### src/rtl/isr_regs_pkg.sv
package isr_regs_pkg;
   localparam int unsigned STAT_W = 8;

   // Status bit positions (software decodes these)
   localparam int unsigned B_ING_PAR  = 0;
   localparam int unsigned B_ING_SYNC = 1;
   localparam int unsigned B_ING_BUS  = 2;
   localparam int unsigned B_ING_IDLE = 3;
   localparam int unsigned B_ING_CLK  = 4;
   localparam int unsigned B_EGR_PAR  = 5;
   localparam int unsigned B_EGR_SYNC = 6;
   localparam int unsigned B_EGR_CLK  = 7;

   // Level-monitor channel indices
   localparam int unsigned CH_ING = 0;
   localparam int unsigned CH_EGR = 1;
   localparam int unsigned N_CH   = 2;

   typedef enum logic [1:0] {
      SEL_NONE,
      SEL_STAT,
      SEL_MASK,
      SEL_RST
   } reg_sel_e;
endpackage

### src/rtl/isr_level_mon.sv
module isr_level_mon #(
   parameter int unsigned N = 2
) (
   input  logic         clk,
   input  logic         rst_n,
   input  logic [N-1:0] sync_lvl,
   input  logic [N-1:0] clk_ok_lvl,
   output logic [N-1:0] sync_chg,
   output logic [N-1:0] clk_lost
);
   logic         hist_vld;
   logic [N-1:0] sync_q;
   logic [N-1:0] clk_ok_q;

   always_ff @(posedge clk or negedge rst_n) begin
      if (!rst_n) begin
         hist_vld <= 1'b0;
      end else begin
         hist_vld <= 1'b1;
      end
   end

   for (genvar c = 0; c < N; c++) begin : g_ch
      always_ff @(posedge clk or negedge rst_n) begin
         if (!rst_n) begin
            sync_q[c]   <= 1'b0;
            clk_ok_q[c] <= 1'b0;
         end else begin
            sync_q[c]   <= sync_lvl[c];
            clk_ok_q[c] <= clk_ok_lvl[c];
         end
      end
      // Edges count only once a real history sample exists
      assign sync_chg[c] = hist_vld & (sync_lvl[c] ^ sync_q[c]);
      assign clk_lost[c] = hist_vld & clk_ok_q[c] & ~clk_ok_lvl[c];
   end
endmodule

### src/rtl/isr_status_bank.sv
module isr_status_bank #(
   parameter int unsigned W = 8
) (
   input  logic         clk,
   input  logic         rst_n,
   input  logic         clr_all,
   input  logic [W-1:0] set_vec,
   input  logic [W-1:0] w1c_vec,
   input  logic [W-1:0] force_zero,
   input  logic         mask_we,
   input  logic [W-1:0] mask_wdata,
   output logic [W-1:0] stat_q,
   output logic [W-1:0] mask_q,
   output logic         irq
);
   for (genvar b = 0; b < W; b++) begin : g_bit
      always_ff @(posedge clk or negedge rst_n) begin
         if (!rst_n) begin
            stat_q[b] <= 1'b0;
         end else if (clr_all || force_zero[b]) begin
            stat_q[b] <= 1'b0;
         end else if (set_vec[b]) begin
            stat_q[b] <= 1'b1;   // event beats a same-cycle clear
         end else if (w1c_vec[b]) begin
            stat_q[b] <= 1'b0;
         end
      end
   end

   always_ff @(posedge clk or negedge rst_n) begin
      if (!rst_n) begin
         mask_q <= '0;
      end else if (clr_all) begin
         mask_q <= '0;
      end else if (mask_we) begin
         mask_q <= mask_wdata;
      end
   end

   assign irq = |(stat_q & mask_q);
endmodule

### src/rtl/isr_soft_rst.sv
module isr_soft_rst #(
   parameter int unsigned INIT_CYCLES = 16
) (
   input  logic clk,
   input  logic rst_n,
   input  logic req,
   output logic rst_bit,
   output logic init_done,
   output logic rst_pulse
);
   localparam int unsigned CNT_W = $clog2(INIT_CYCLES + 1);
   localparam logic [CNT_W-1:0] CNT_LOAD = CNT_W'(INIT_CYCLES);
   localparam logic [CNT_W-1:0] CNT_LAST = CNT_W'(1);

   logic [CNT_W-1:0] cnt_q;

   always_ff @(posedge clk or negedge rst_n) begin
      if (!rst_n) begin
         cnt_q     <= CNT_LOAD;
         init_done <= 1'b0;
         rst_bit   <= 1'b0;
         rst_pulse <= 1'b0;
      end else begin
         rst_pulse <= req;
         if (req) begin
            cnt_q     <= CNT_LOAD;
            init_done <= 1'b0;
            rst_bit   <= 1'b1;
         end else if (cnt_q != '0) begin
            cnt_q <= cnt_q - CNT_LAST;
            if (cnt_q == CNT_LAST) begin
               init_done <= 1'b1;
               rst_bit   <= 1'b0;
            end
         end
      end
   end
endmodule

### src/rtl/isr_softrst_regs.sv
module isr_softrst_regs
   import isr_regs_pkg::*;
#(
   parameter int unsigned ADDR_W      = 6,
   parameter int unsigned DATA_W      = 8,
   parameter int unsigned ADDR_RST    = 0,
   parameter int unsigned ADDR_STAT   = 2,
   parameter int unsigned ADDR_MASK   = 3,
   parameter int unsigned INIT_CYCLES = 16
) (
   input  logic              clk,
   input  logic              rst_n,
   input  logic [ADDR_W-1:0] bus_addr,
   input  logic              bus_we,
   input  logic [DATA_W-1:0] bus_wdata,
   output logic [DATA_W-1:0] bus_rdata,
   input  logic              ing_parity_err,
   input  logic              ing_bus_err,
   input  logic              ing_idle_xfer,
   input  logic              egr_parity_err,
   input  logic              ing_sync_ok,
   input  logic              egr_sync_ok,
   input  logic              ing_clk_ok,
   input  logic              egr_clk_ok,
   input  logic              low_speed_mode,
   output logic              irq_summary,
   output logic              core_rst_pulse
);
   localparam int unsigned ADDR_SPAN = 1 << ADDR_W;

   // Elaboration-time parameter checks
   if (DATA_W < STAT_W) begin : g_bad_width
      $error("DATA_W must cover the status width");
   end
   if (ADDR_RST >= ADDR_SPAN || ADDR_STAT >= ADDR_SPAN || ADDR_MASK >= ADDR_SPAN) begin : g_bad_addr
      $error("register offset outside address space");
   end
   if (ADDR_RST == ADDR_STAT || ADDR_RST == ADDR_MASK || ADDR_STAT == ADDR_MASK) begin : g_dup_addr
      $error("register offsets must differ");
   end
   if (INIT_CYCLES < 1) begin : g_bad_init
      $error("INIT_CYCLES must be at least 1");
   end

   reg_sel_e          sel;
   logic [STAT_W-1:0] stat_q, mask_q, set_vec, w1c_vec, force_zero;
   logic [N_CH-1:0]   sync_chg, clk_lost;
   logic              soft_req, rst_bit, init_done;

   always_comb begin
      if (bus_addr == ADDR_W'(ADDR_STAT))      sel = SEL_STAT;
      else if (bus_addr == ADDR_W'(ADDR_MASK)) sel = SEL_MASK;
      else if (bus_addr == ADDR_W'(ADDR_RST))  sel = SEL_RST;
      else                                     sel = SEL_NONE;
   end

   assign soft_req = bus_we && (sel == SEL_RST) && bus_wdata[0];
   assign w1c_vec  = (bus_we && sel == SEL_STAT) ? bus_wdata[STAT_W-1:0] : '0;

   isr_level_mon #(.N(N_CH)) u_mon (
      .clk        (clk),
      .rst_n      (rst_n),
      .sync_lvl   ({egr_sync_ok, ing_sync_ok}),
      .clk_ok_lvl ({egr_clk_ok, ing_clk_ok}),
      .sync_chg   (sync_chg),
      .clk_lost   (clk_lost)
   );

   always_comb begin
      set_vec             = '0;
      set_vec[B_ING_PAR]  = ing_parity_err;
      set_vec[B_ING_SYNC] = sync_chg[CH_ING];
      set_vec[B_ING_BUS]  = ing_bus_err;
      set_vec[B_ING_IDLE] = ing_idle_xfer;
      set_vec[B_ING_CLK]  = clk_lost[CH_ING];
      set_vec[B_EGR_PAR]  = egr_parity_err;
      set_vec[B_EGR_SYNC] = sync_chg[CH_EGR];
      set_vec[B_EGR_CLK]  = clk_lost[CH_EGR];
      force_zero             = '0;
      force_zero[B_EGR_CLK]  = low_speed_mode;
   end

   isr_status_bank #(.W(STAT_W)) u_bank (
      .clk        (clk),
      .rst_n      (rst_n),
      .clr_all    (soft_req),
      .set_vec    (set_vec),
      .w1c_vec    (w1c_vec),
      .force_zero (force_zero),
      .mask_we    (bus_we && sel == SEL_MASK),
      .mask_wdata (bus_wdata[STAT_W-1:0]),
      .stat_q     (stat_q),
      .mask_q     (mask_q),
      .irq        (irq_summary)
   );

   isr_soft_rst #(.INIT_CYCLES(INIT_CYCLES)) u_rst (
      .clk       (clk),
      .rst_n     (rst_n),
      .req       (soft_req),
      .rst_bit   (rst_bit),
      .init_done (init_done),
      .rst_pulse (core_rst_pulse)
   );

   always_comb begin
      bus_rdata = '0;
      unique case (sel)
         SEL_STAT: bus_rdata[STAT_W-1:0] = stat_q;
         SEL_MASK: bus_rdata[STAT_W-1:0] = mask_q;
         SEL_RST: begin
            bus_rdata[1] = init_done;
            bus_rdata[0] = rst_bit;
         end
         default: bus_rdata = '0;
      endcase
   end
endmodule

### config.mk
export PLATFORM = sky130hd
export DESIGN_NAME = isr_softrst_regs
export DESIGN_NICKNAME = d
export VERILOG_FILES = /design/src/rtl/isr_regs_pkg.sv /design/src/rtl/isr_level_mon.sv /design/src/rtl/isr_status_bank.sv /design/src/rtl/isr_soft_rst.sv /design/src/rtl/isr_softrst_regs.sv
export SDC_FILE = /design/constraint.sdc
export NUM_CORES = 1
export LEC_CHECK = 0
export ABC_AREA = 1
export ABC_CLOCK_PERIOD_IN_PS = 3400
export BUFFER_PORTS_ARGS = -buffer_cell sky130_fd_sc_hd__buf_2
export CAP_MARGIN = 20
export CELL_PAD_IN_SITES_DETAIL_PLACEMENT = 1
export CELL_PAD_IN_SITES_GLOBAL_PLACEMENT = 2
export CORE_AREA = 4 4 77 72
export DETAILED_ROUTE_END_ITERATION = 8
export DIE_AREA = 0 0 81 76
export PLACE_DENSITY = 0.81
export SYNTH_ARGS = -nofsm -noshare
export SYNTH_HDL_FRONTEND = slang
export SYNTH_SLANG_ARGS = --single-unit
### constraint.sdc
create_clock -name clk -period 3.4 [get_ports clk]
set_clock_uncertainty 0.05 [all_clocks]
set_input_delay 0.68 -clock clk [delete_from_list [all_inputs] [get_ports clk]]
set_output_delay 0.68 -clock clk [all_outputs]
set_load 0.01 [all_outputs]
==> flow_summary.toml, run 1 <==
[outcome]
run_status = "finished, final reports clean"

[clock_tree]
cts_made_buffers = 5
clk_latency_ns = 0.28
cts_tree = "yes"
cts.sinks = 29
clk_pin_slew_ns = 0.06
cts_resized = 0
clockBufferDepth = 2
holdBufCountCts = 0
post_cts.repair.setup_buffers = 0
clockRootBuffer = "clkbuf_8"
h-tree-depth = 2

[final_layout]
instances_no_fill = 279
n_fill_cell = 612
final_layout_size_suffix_gt1_share_pct = 24.3
nets = 242
area_growth_pct = 22.3
antenna_cells = 0

[detailed_routing]
wire_per_inst_um = 12.8
drtAntennaViolNets = 0
first_iter_violations = 44
drcViolationCount = 0
wirelength_um = 3570
vias = 1229
viasPerCell = 4.41
dr.pass1.iters = 4

[setup_path]
startpoint_type = "input pin"
required_ns = 2.67
crit_arrival_ns = 1.84
end_kind = "primary output"
crit_type = "input pin to primary output"
reg2regPathDepth = 7
path_max_fanout = 6

[hold_path]
min_path_type = "input pin to async pin"

[synthesis]
syn_nets = 202
yosysSeqAreaShare_pct = 49.7
ys_ff_latch = 29
synth_cells = 173
ys_types = 25
ys_warn_count = 0
synth-edff-count = 0
async_flop_share_pct = 100
ys.flop_type = "dfrtp_1"
syn_area_um2 = 1460
syn_avg_cell_area_um2 = 8.46

[job]
cap_viol_max_count = 0

[global_routing]
gr-usage-all-layers_pct = 12.9
grt_pass1_wl_um = 6130
grt_max_degree = 30
grt_overflow_total = 0
grt_antenna_before_repair = 0
grt_pass1_vias = 1250

[power_and_ir_drop]
finalPower_mw = 0.950
leakagePower_nw = 0.967
peakVddDrop_uv = 286
p_per_area_nw_per_um2 = 531

[sta]
final_max_slew_viol_count = 0
max_slew_margin_pct = 55.5
finalSetupViolations = 0
final.min_clock_period_ns = 2.57
fin_crit_sh_pct = 75.5
rsz0062_at_grt = "no"
worst_pin_slew_ns = 0.667
finalHoldViolCount = 0
timing.fmax_mhz = 389
whs_ns = 0.381
setup_tns_ns = 0

[die]
fp.dieW_um = 81
fp-row-count = 24
die_area_um2 = 6160
die_h_um = 76
floorplan.initialDensity_pct = 30.9
ios = 36
core-area_um2 = 4740

[placed_design]
gp_congestion = 0.762
port-buffer-count = 35
dp.cells = 271
dpl.hpwl_um = 2700
final cells by class:
type	count	area [um2]	share of cell area, %
well taps	65	81.3	4.54
clock inverters	3	17.5	0.978
multi-input cells	111	601	33.5
flip-flops and latches	29	727	40.6
repair buffers	36	183	10.2
clock buffers	5	68.8	3.84
inverters	30	113	6.29
Yosys cell counts, drive strengths merged, types with 2 or more instances:
cell type	instances	area (um2)
dfrtp	28	701
xor2	4	35.0
o21ai	5	25.0
nor3	2	10.0
nand2	48	180
ha	3	37.5
inv	30	113
o211ai	2	15.0
nand3	12	60.1
nand3b	3	22.5
buf	3	23.8
o22ai	8	50.1
nor2	9	70.1
a21oi	11	55.1
report_power, final:
group / total (mW) / switching [mW] / internal, mW
Sequential: 0.454 / 0.0433 / 0.411
Clock: 0.276 / 0.136 / 0.141
Combinational: 0.220 / 0.126 / 0.0941
worst max-delay path, cell delays in order:
cell and delay, ns:
buf_2 0.11, nor2_2 0.17, nand2_1 0.07, nor2_1 0.34, inv_2 0.15, o22ai_1 0.16
buf_2 0.16
metrics by stage:
step,area [um2],util (%),worst slack [ns]
4_1_cts,1790,37.7,0.805
2_1_floorplan,1460,-,1.23
5_1_grt,1790,37.7,0.684
3_5_place_dp,1700,35.9,0.820
6_report,1790,37.7,0.832
3_3_place_gp,1700,35.9,0.878
routing by layer:
layer / global-route usage (%) / part of all wire [%] / vias to the layer above
li1: - / - / 625
met1: 18.2 / 49 / 576
met2: 18.6 / 45 / 23
met3: 3.43 / 4.3 / 5
met4: 5.07 / 1.6 / 0
met5: 0 / 0 / -
worst paths after layout:
check / end / startpoint / slack, ns
max: bus_rdata[6] / bus_addr[3] / 0.83
min: u_bank.stat_q[0] / rst_n / 0.38
max in group asynchronous: u_bank.stat_q[4] / rst_n / 2.49
min reg2reg: u_bank.mask_q[3] / u_bank.mask_q[3] / 0.42
max reg2reg: u_rst.init_done / u_rst.cnt_q[0] / 1.99
min in group clk: u_bank.mask_q[3] / u_bank.mask_q[3] / 0.42
logic make-up (layout without fill, tap and decap cells):
| family | count (synthesis) | in the layout | synth area share [%] |
|---|---|---|---|
| adders and majority gates | 3 | 3 | 2.56 |
| and+or+nand+nor | 76 | 76 | 25.3 |
| buffers and inverters | 33 | 74 | 9.32 |
| xor gates and xnor gates | 5 | 5 | 2.99 |
| DFF | 29 | 29 | 49.7 |
| other | 1 | 1 | 0.256 |
| AOI/OAI and AO/OA | 26 | 26 | 9.91 |
state kept, by name (all words and copies together) (netlist names):
name and cells:
u_rst.rst_bit 1, u_bank.stat_q 8, u_rst.cnt_q 5, u_mon.sync_q 2
u_rst.init_done 1, u_mon.hist_vld 1, u_bank.mask_q 8, u_mon.clk_ok_q 2
u_rst.rst_pulse 1
cell usage in the layout (no fill, tap or decap), types with 3 or more instances in the layout:
cell / synthesis / layout
dfrtp_1: 28 / 28
buf_2: 1 / 35
a21oi_1: 11 / 11
inv_1: 29 / 29
o22ai_1: 8 / 8
nand3b_1: 3 / 3
nand3_1: 12 / 12
nor2_1: 4 / 4
clkbuf_8: 0 / 5
xor2_1: 4 / 4
nand2_1: 48 / 48
o21ai_0: 5 / 5
ha_1: 3 / 3
Note: power is estimated with default switching activity, not from simulation.
==> run 2, diff against run 1 <==
--- a/config.mk
+++ b/config.mk
@@ -6,15 +6,15 @@
 export NUM_CORES = 1
 export LEC_CHECK = 0
 export ABC_AREA = 1
-export ABC_CLOCK_PERIOD_IN_PS = 3400
+export ABC_CLOCK_PERIOD_IN_PS = 2200
 export BUFFER_PORTS_ARGS = -buffer_cell sky130_fd_sc_hd__buf_2
 export CAP_MARGIN = 20
 export CELL_PAD_IN_SITES_DETAIL_PLACEMENT = 1
 export CELL_PAD_IN_SITES_GLOBAL_PLACEMENT = 2
-export CORE_AREA = 4 4 77 72
+export CORE_AREA = 4 4 83 77
 export DETAILED_ROUTE_END_ITERATION = 8
-export DIE_AREA = 0 0 81 76
-export PLACE_DENSITY = 0.81
+export DIE_AREA = 0 0 87 81
+export PLACE_DENSITY = 0.74
 export SYNTH_ARGS = -nofsm -noshare
 export SYNTH_HDL_FRONTEND = slang
 export SYNTH_SLANG_ARGS = --single-unit
==> constraint.sdc (replaced) <==
create_clock -name clk -period 2.2 [get_ports clk]
set_clock_uncertainty 0.05 [all_clocks]
set_input_delay 0.44 -clock clk [delete_from_list [all_inputs] [get_ports clk]]
set_output_delay 0.44 -clock clk [all_outputs]
set_load 0.01 [all_outputs]
==> run 2 against run 1 <==
Cell area is 1.7% higher; core utilization is 5.0 points lower; register-to-register slack worse by 1.2 ns; final cell count is 1.8% higher; sequential power is 55% higher; wire length is 4.0% higher; power is 65% higher; combinational power is 56% higher; die area is 14% higher; global-route usage is 1.4 points lower.
==> flow_summary.toml, run 2 (synthesis results as in run 1) <==
[outcome]
run_status = "finished, final reports clean"

[die]
die_h_um = 81
floorplan.initialDensity_pct = 26.3
die_area_um2 = 7050
ios = 36
fp-row-count = 26
fp.dieW_um = 87
core-area_um2 = 5560

[placed_design]
dpl-instance-area_um2 = 1720
place_ws_ns = 0.234
dpl.hpwl_um = 2860
port-buffer-count = 35
gp_congestion = 0.715

[sta]
whs_ns = 0.142
finalSetupViolations = 0
worst_pin_slew_ns = 0.665
rsz0062_at_grt = "no"
max_slew_margin_pct = 55.7
final_max_slew_viol_count = 0
finalHoldViolCount = 0
fin_crit_sh_pct = 89.2
setup_tns_ns = 0
timing.fmax_mhz = 510
finalWorstSetupSlack_ns = 0.239
final.min_clock_period_ns = 1.96

[final_layout]
top_regs = "u_bank.mask_q (8), u_bank.stat_q (8), u_rst.cnt_q (5)"
nets = 243
multi_input_area_um2 = 601
final_cell_area_um2 = 1820
antenna_cells = 0
mostFrequentLayoutCell = "nand2_1"
n_fill_cell = 686
post-route-util_pct = 32.7
final_layout_size_suffix_gt1_share_pct = 24.3
final_cell_mix = "nand2_1, buf_2, inv_1"
seqCellArea_um2 = 727
area_growth_pct = 24.4

[power_and_ir_drop]
power.switching_mw = 0.461
peakVddDrop_uv = 301
clkPwrFrac_pct = 33.3
intPower_mw = 1.11
p_per_area_nw_per_um2 = 861
combPwrFrac_pct = 21.9
switching_share_pct = 29.4
p_seq_share_pct = 44.7
leakagePower_nw = 0.982

[clock_tree]
clockRootBuffer = "clkbuf_8"
cts_resized = 0
cts_tree = "yes"
post_cts.repair.setup_buffers = 0
h-tree-depth = 2
clk_pin_slew_ns = 0.06
clockBufferDepth = 2
cts_made_buffers = 5
cts.sinks = 29
holdBufCountCts = 0
clk_latency_ns = 0.27

[detailed_routing]
drcViolationCount = 0
wirelength_um = 3720
dr.pass1.iters = 2
drtAntennaViolNets = 0
vias = 1228
wire_per_inst_um = 13.1
first_iter_violations = 40
viasPerCell = 4.32

[setup_path]
r2r_slack_ns = 0.79
crit_type = "input pin to primary output"
crit_chain = "buf_2 > nor2_2 > nand2_1 > nor2_1 > buf_4 > inv_2 > o22ai_1 > buf_2"
worstReg2RegStart = "u_rst.cnt_q[0]"
cpPeakStageDelay_ns = 0.19
startpoint_type = "input pin"
end_kind = "primary output"
crit_arrival_ns = 1.47
crit_top_cell = "buf_2"
reg2reg_to = "u_rst.init_done"
reg2regPathDepth = 7
cp_slowest_cell = "nor2_2"
path_max_fanout = 11
required_ns = 1.71

[global_routing]
grt_pass1_vias = 1291
grt_overflow_total = 0
grt_pass1_wl_um = 6240
grt_max_degree = 30
grt_antenna_before_repair = 0
gr-usage-all-layers_pct = 11.5

[hold_path]
min_path_type = "input pin to async pin"

[job]
cap_viol_max_count = 0
==> run 2: layer usage <==
layer | track usage [%] | part of all wire (%) | vias up
met5 | 0 | 0 | -
met4 | 3.27 | 0.92 | 0
met3 | 3.75 | 6.4 | 5
met2 | 18.8 | 46 | 27
met1 | 14.6 | 47 | 570
li1 | - | - | 626
==> run 2: per-stage QoR <==
| step | instances | power (mW) |
|---|---|---|
| 2_1_floorplan | 173 | 0.942 |
| 3_3_place_gp | 277 | 1.05 |
| 3_5_place_dp | 277 | 1.07 |
| 6_report | 284 | 1.57 |
| 5_1_grt | 284 | 1.69 |
| 4_1_cts | 284 | 1.60 |
==> run 2: layout make-up <==
| cell class | count | share of cell area (%) |
|---|---|---|
| tap | 70 | 4.81 |
| sequential | 29 | 39.9 |
| inverter | 30 | 6.18 |
| clock buffer | 5 | 3.78 |
| timing repair buffer | 37 | 10.4 |
| multi-input combinational | 111 | 33.0 |
| clock inverter | 2 | 1.92 |
==> run 2: power by group through the flow <==
stage / combinational [mW] / sequential (mW) / clock (mW)
final: 0.344 / 0.702 / 0.523
after CTS: 0.356 / 0.704 / 0.538
after floorplan: 0.249 / 0.692 / 0
after detailed placement: 0.356 / 0.711 / 0
after global routing: 0.408 / 0.715 / 0.565
after global placement: 0.341 / 0.709 / 0
==> run 2: how the worst max path moves through the flow <==
stage                start           end  cells after the start  slack [ns]
6_report       bus_addr[3]  bus_rdata[2]                      8        0.24
5_1_grt        bus_addr[5]  bus_rdata[2]                      8        0.13
4_1_cts        bus_addr[3]  bus_rdata[2]                      8        0.23
3_5_place_dp   bus_addr[3]  bus_rdata[2]                      8        0.23
3_3_place_gp   bus_addr[3]  bus_rdata[3]                      8        0.22
2_1_floorplan  bus_addr[3]  bus_rdata[2]                      6        0.51
==> run 2: critical path, delay by kind of cell <==
family,cells,cell delay [ns]
buf+inv,4,0.53
simple gates,3,0.36
compound gates,1,0.14
==> run 3, diff against run 2 <==
==> constraint.sdc (replaced) <==
create_clock -name clk -period 2.2 [get_ports clk]
set_clock_uncertainty 0.05 [all_clocks]
set_input_delay 0.44 -clock clk [delete_from_list [all_inputs] [get_ports clk]]
set_output_delay 0.44 -clock clk [all_outputs]
set_load 0.02 [all_outputs]
==> run 3 against run 2 <==
First-iteration DRC count rose by 18%; via count up 0.49%; worst setup slack got worse by 0.051 ns; non-clock buffer count is the same; sequential share of layout area fell by 0.35 points; die area unchanged; count of clock-buffer cells in the layout rose by 1.
==> flow_summary.toml, run 3 (synthesis results as in run 1) <==
[global_routing]
grt_overflow_total = 0
grt_pass1_vias = 1250
grt_max_degree = 30
grt_antenna_before_repair = 0
gr-usage-all-layers_pct = 11.3
grt_pass1_wl_um = 6000

[detailed_routing]
wl_met2_um = 1660
highest_layer = "met4"
drt-met1-wl_um = 1690
met3WireLength_um = 240
vias = 1234
first_iter_violations = 47
viasPerCell = 4.33
wirelength_um = 3650
wire_per_inst_um = 12.8
dr.pass1.iters = 4
drcViolationCount = 0
drtAntennaViolNets = 0

[setup_path]
end_kind = "primary output"
crit_arrival_ns = 1.52
startpoint_type = "input pin"
required_ns = 1.71
crit_type = "input pin to primary output"
crit_top_cell = "buf_2"
crit_family = "buffers and inverters"
cp.buffers_inverters = 4
cpPeakStageDelay_ns = 0.20
path_max_fanout = 11
crit_chain = "buf_2 > nor2_2 > nand2_1 > nor2_1 > buf_4 > inv_2 > o22ai_1 > buf_2"
cp_slowest_cell = "buf_2"

[clock_tree]
clk_latency_ns = 0.28
cts_tree = "yes"
clockRootBuffer = "clkbuf_8"
cts_resized = 0
clk_pin_slew_ns = 0.07
holdBufCountCts = 0
post_cts.repair.setup_buffers = 0
h-tree-depth = 2
cts_made_buffers = 5
cts.sinks = 29
clockBufferDepth = 2

[power_and_ir_drop]
intPower_mw = 1.15
switching_share_pct = 29.5
power.switching_mw = 0.482
p_seq_share_pct = 42.9
clkPwrFrac_pct = 35.3
peakVddDrop_uv = 393
combPwrFrac_pct = 21.7
p_per_area_nw_per_um2 = 888
leakagePower_nw = 0.986

[placed_design]
port-buffer-count = 35
dpl-instance-area_um2 = 1720
dpl.hpwl_um = 2820
gp_congestion = 0.718

[die]
fp-row-count = 26
die_h_um = 81
die_area_um2 = 7050
ios = 36
floorplan.initialDensity_pct = 26.3
core-area_um2 = 5560
fp.dieW_um = 87

[sta]
fin_crit_sh_pct = 91.5
final.min_clock_period_ns = 2.01
rsz0062_at_grt = "no"
max_slew_margin_pct = 54.9
timing.fmax_mhz = 497
worst_pin_slew_ns = 0.677
finalHoldViolCount = 0
setup_tns_ns = 0
final_max_slew_viol_count = 0
finalSetupViolations = 0
whs_ns = 0.144

[hold_path]
min_path_type = "input pin to async pin"

[final_layout]
top_regs = "u_bank.mask_q (8), u_bank.stat_q (8), u_rst.cnt_q (5)"
final_cell_area_um2 = 1840
n_fill_cell = 668
final_layout_size_suffix_gt1_share_pct = 24.7
mostFrequentLayoutCell = "nand2_1"
antenna_cells = 0
final_cell_mix = "nand2_1, buf_2, inv_1"
area_growth_pct = 25.6
nets = 243

[job]
cap_viol_max_count = 0

[outcome]
run_status = "finished, final reports clean"
==> run 3: area by class of cell <==
cell class	instances	area, um2	area share (%)
clock buffer	6	82.6	4.49
clock inverter	2	37.5	2.04
inverter	30	113	6.13
multi-input combinational	111	601	32.7
sequential	29	727	39.6
tap	70	87.6	4.77
timing repair buffer	37	190	10.3
==> run 3: path summary, 6_finish.rpt <==
check	startpoint	to	slack, ns	cells past startpoint
min in group clk	egr_clk_ok	u_mon.clk_ok_q[1]	0.23	1
worst max-delay path	bus_addr[3]	bus_rdata[2]	0.19	8
worst min register to register	u_bank.mask_q[3]	u_bank.mask_q[3]	0.43	2
worst max register to register	u_rst.cnt_q[0]	u_rst.init_done	0.78	7
max in group asynchronous	rst_n	u_bank.stat_q[3]	1.52	1
worst min-delay path	rst_n	u_rst.cnt_q[1]	0.14	1
==> run 3: metal layers <==
metal	global-route usage, %	vias up
met3	3.55	7
met4	4.67	0
li1	-	629
met2	18.1	31
met5	0	-
met1	14.0	567
==> run 3: stage by stage <==
step	power, mW	cells	util [%]	setup slack [ns]
CTS	1.66	285	33.0	0.175
floorplan	0.949	173	-	0.365
global placement	1.06	277	30.9	0.189
finish	1.63	285	33.0	0.187
global route	1.74	285	33.0	0.0498
detailed placement	1.08	277	30.9	0.180
==> run 3: power by group through the flow <==
| stage | logic, mW | clock network, mW | registers [mW] |
|---|---|---|---|
| after floorplan | 0.257 | 0 | 0.692 |
| after global placement | 0.348 | 0 | 0.709 |
| after detailed placement | 0.368 | 0 | 0.710 |
| after CTS | 0.366 | 0.592 | 0.702 |
| after global routing | 0.413 | 0.617 | 0.712 |
| final | 0.355 | 0.577 | 0.700 |
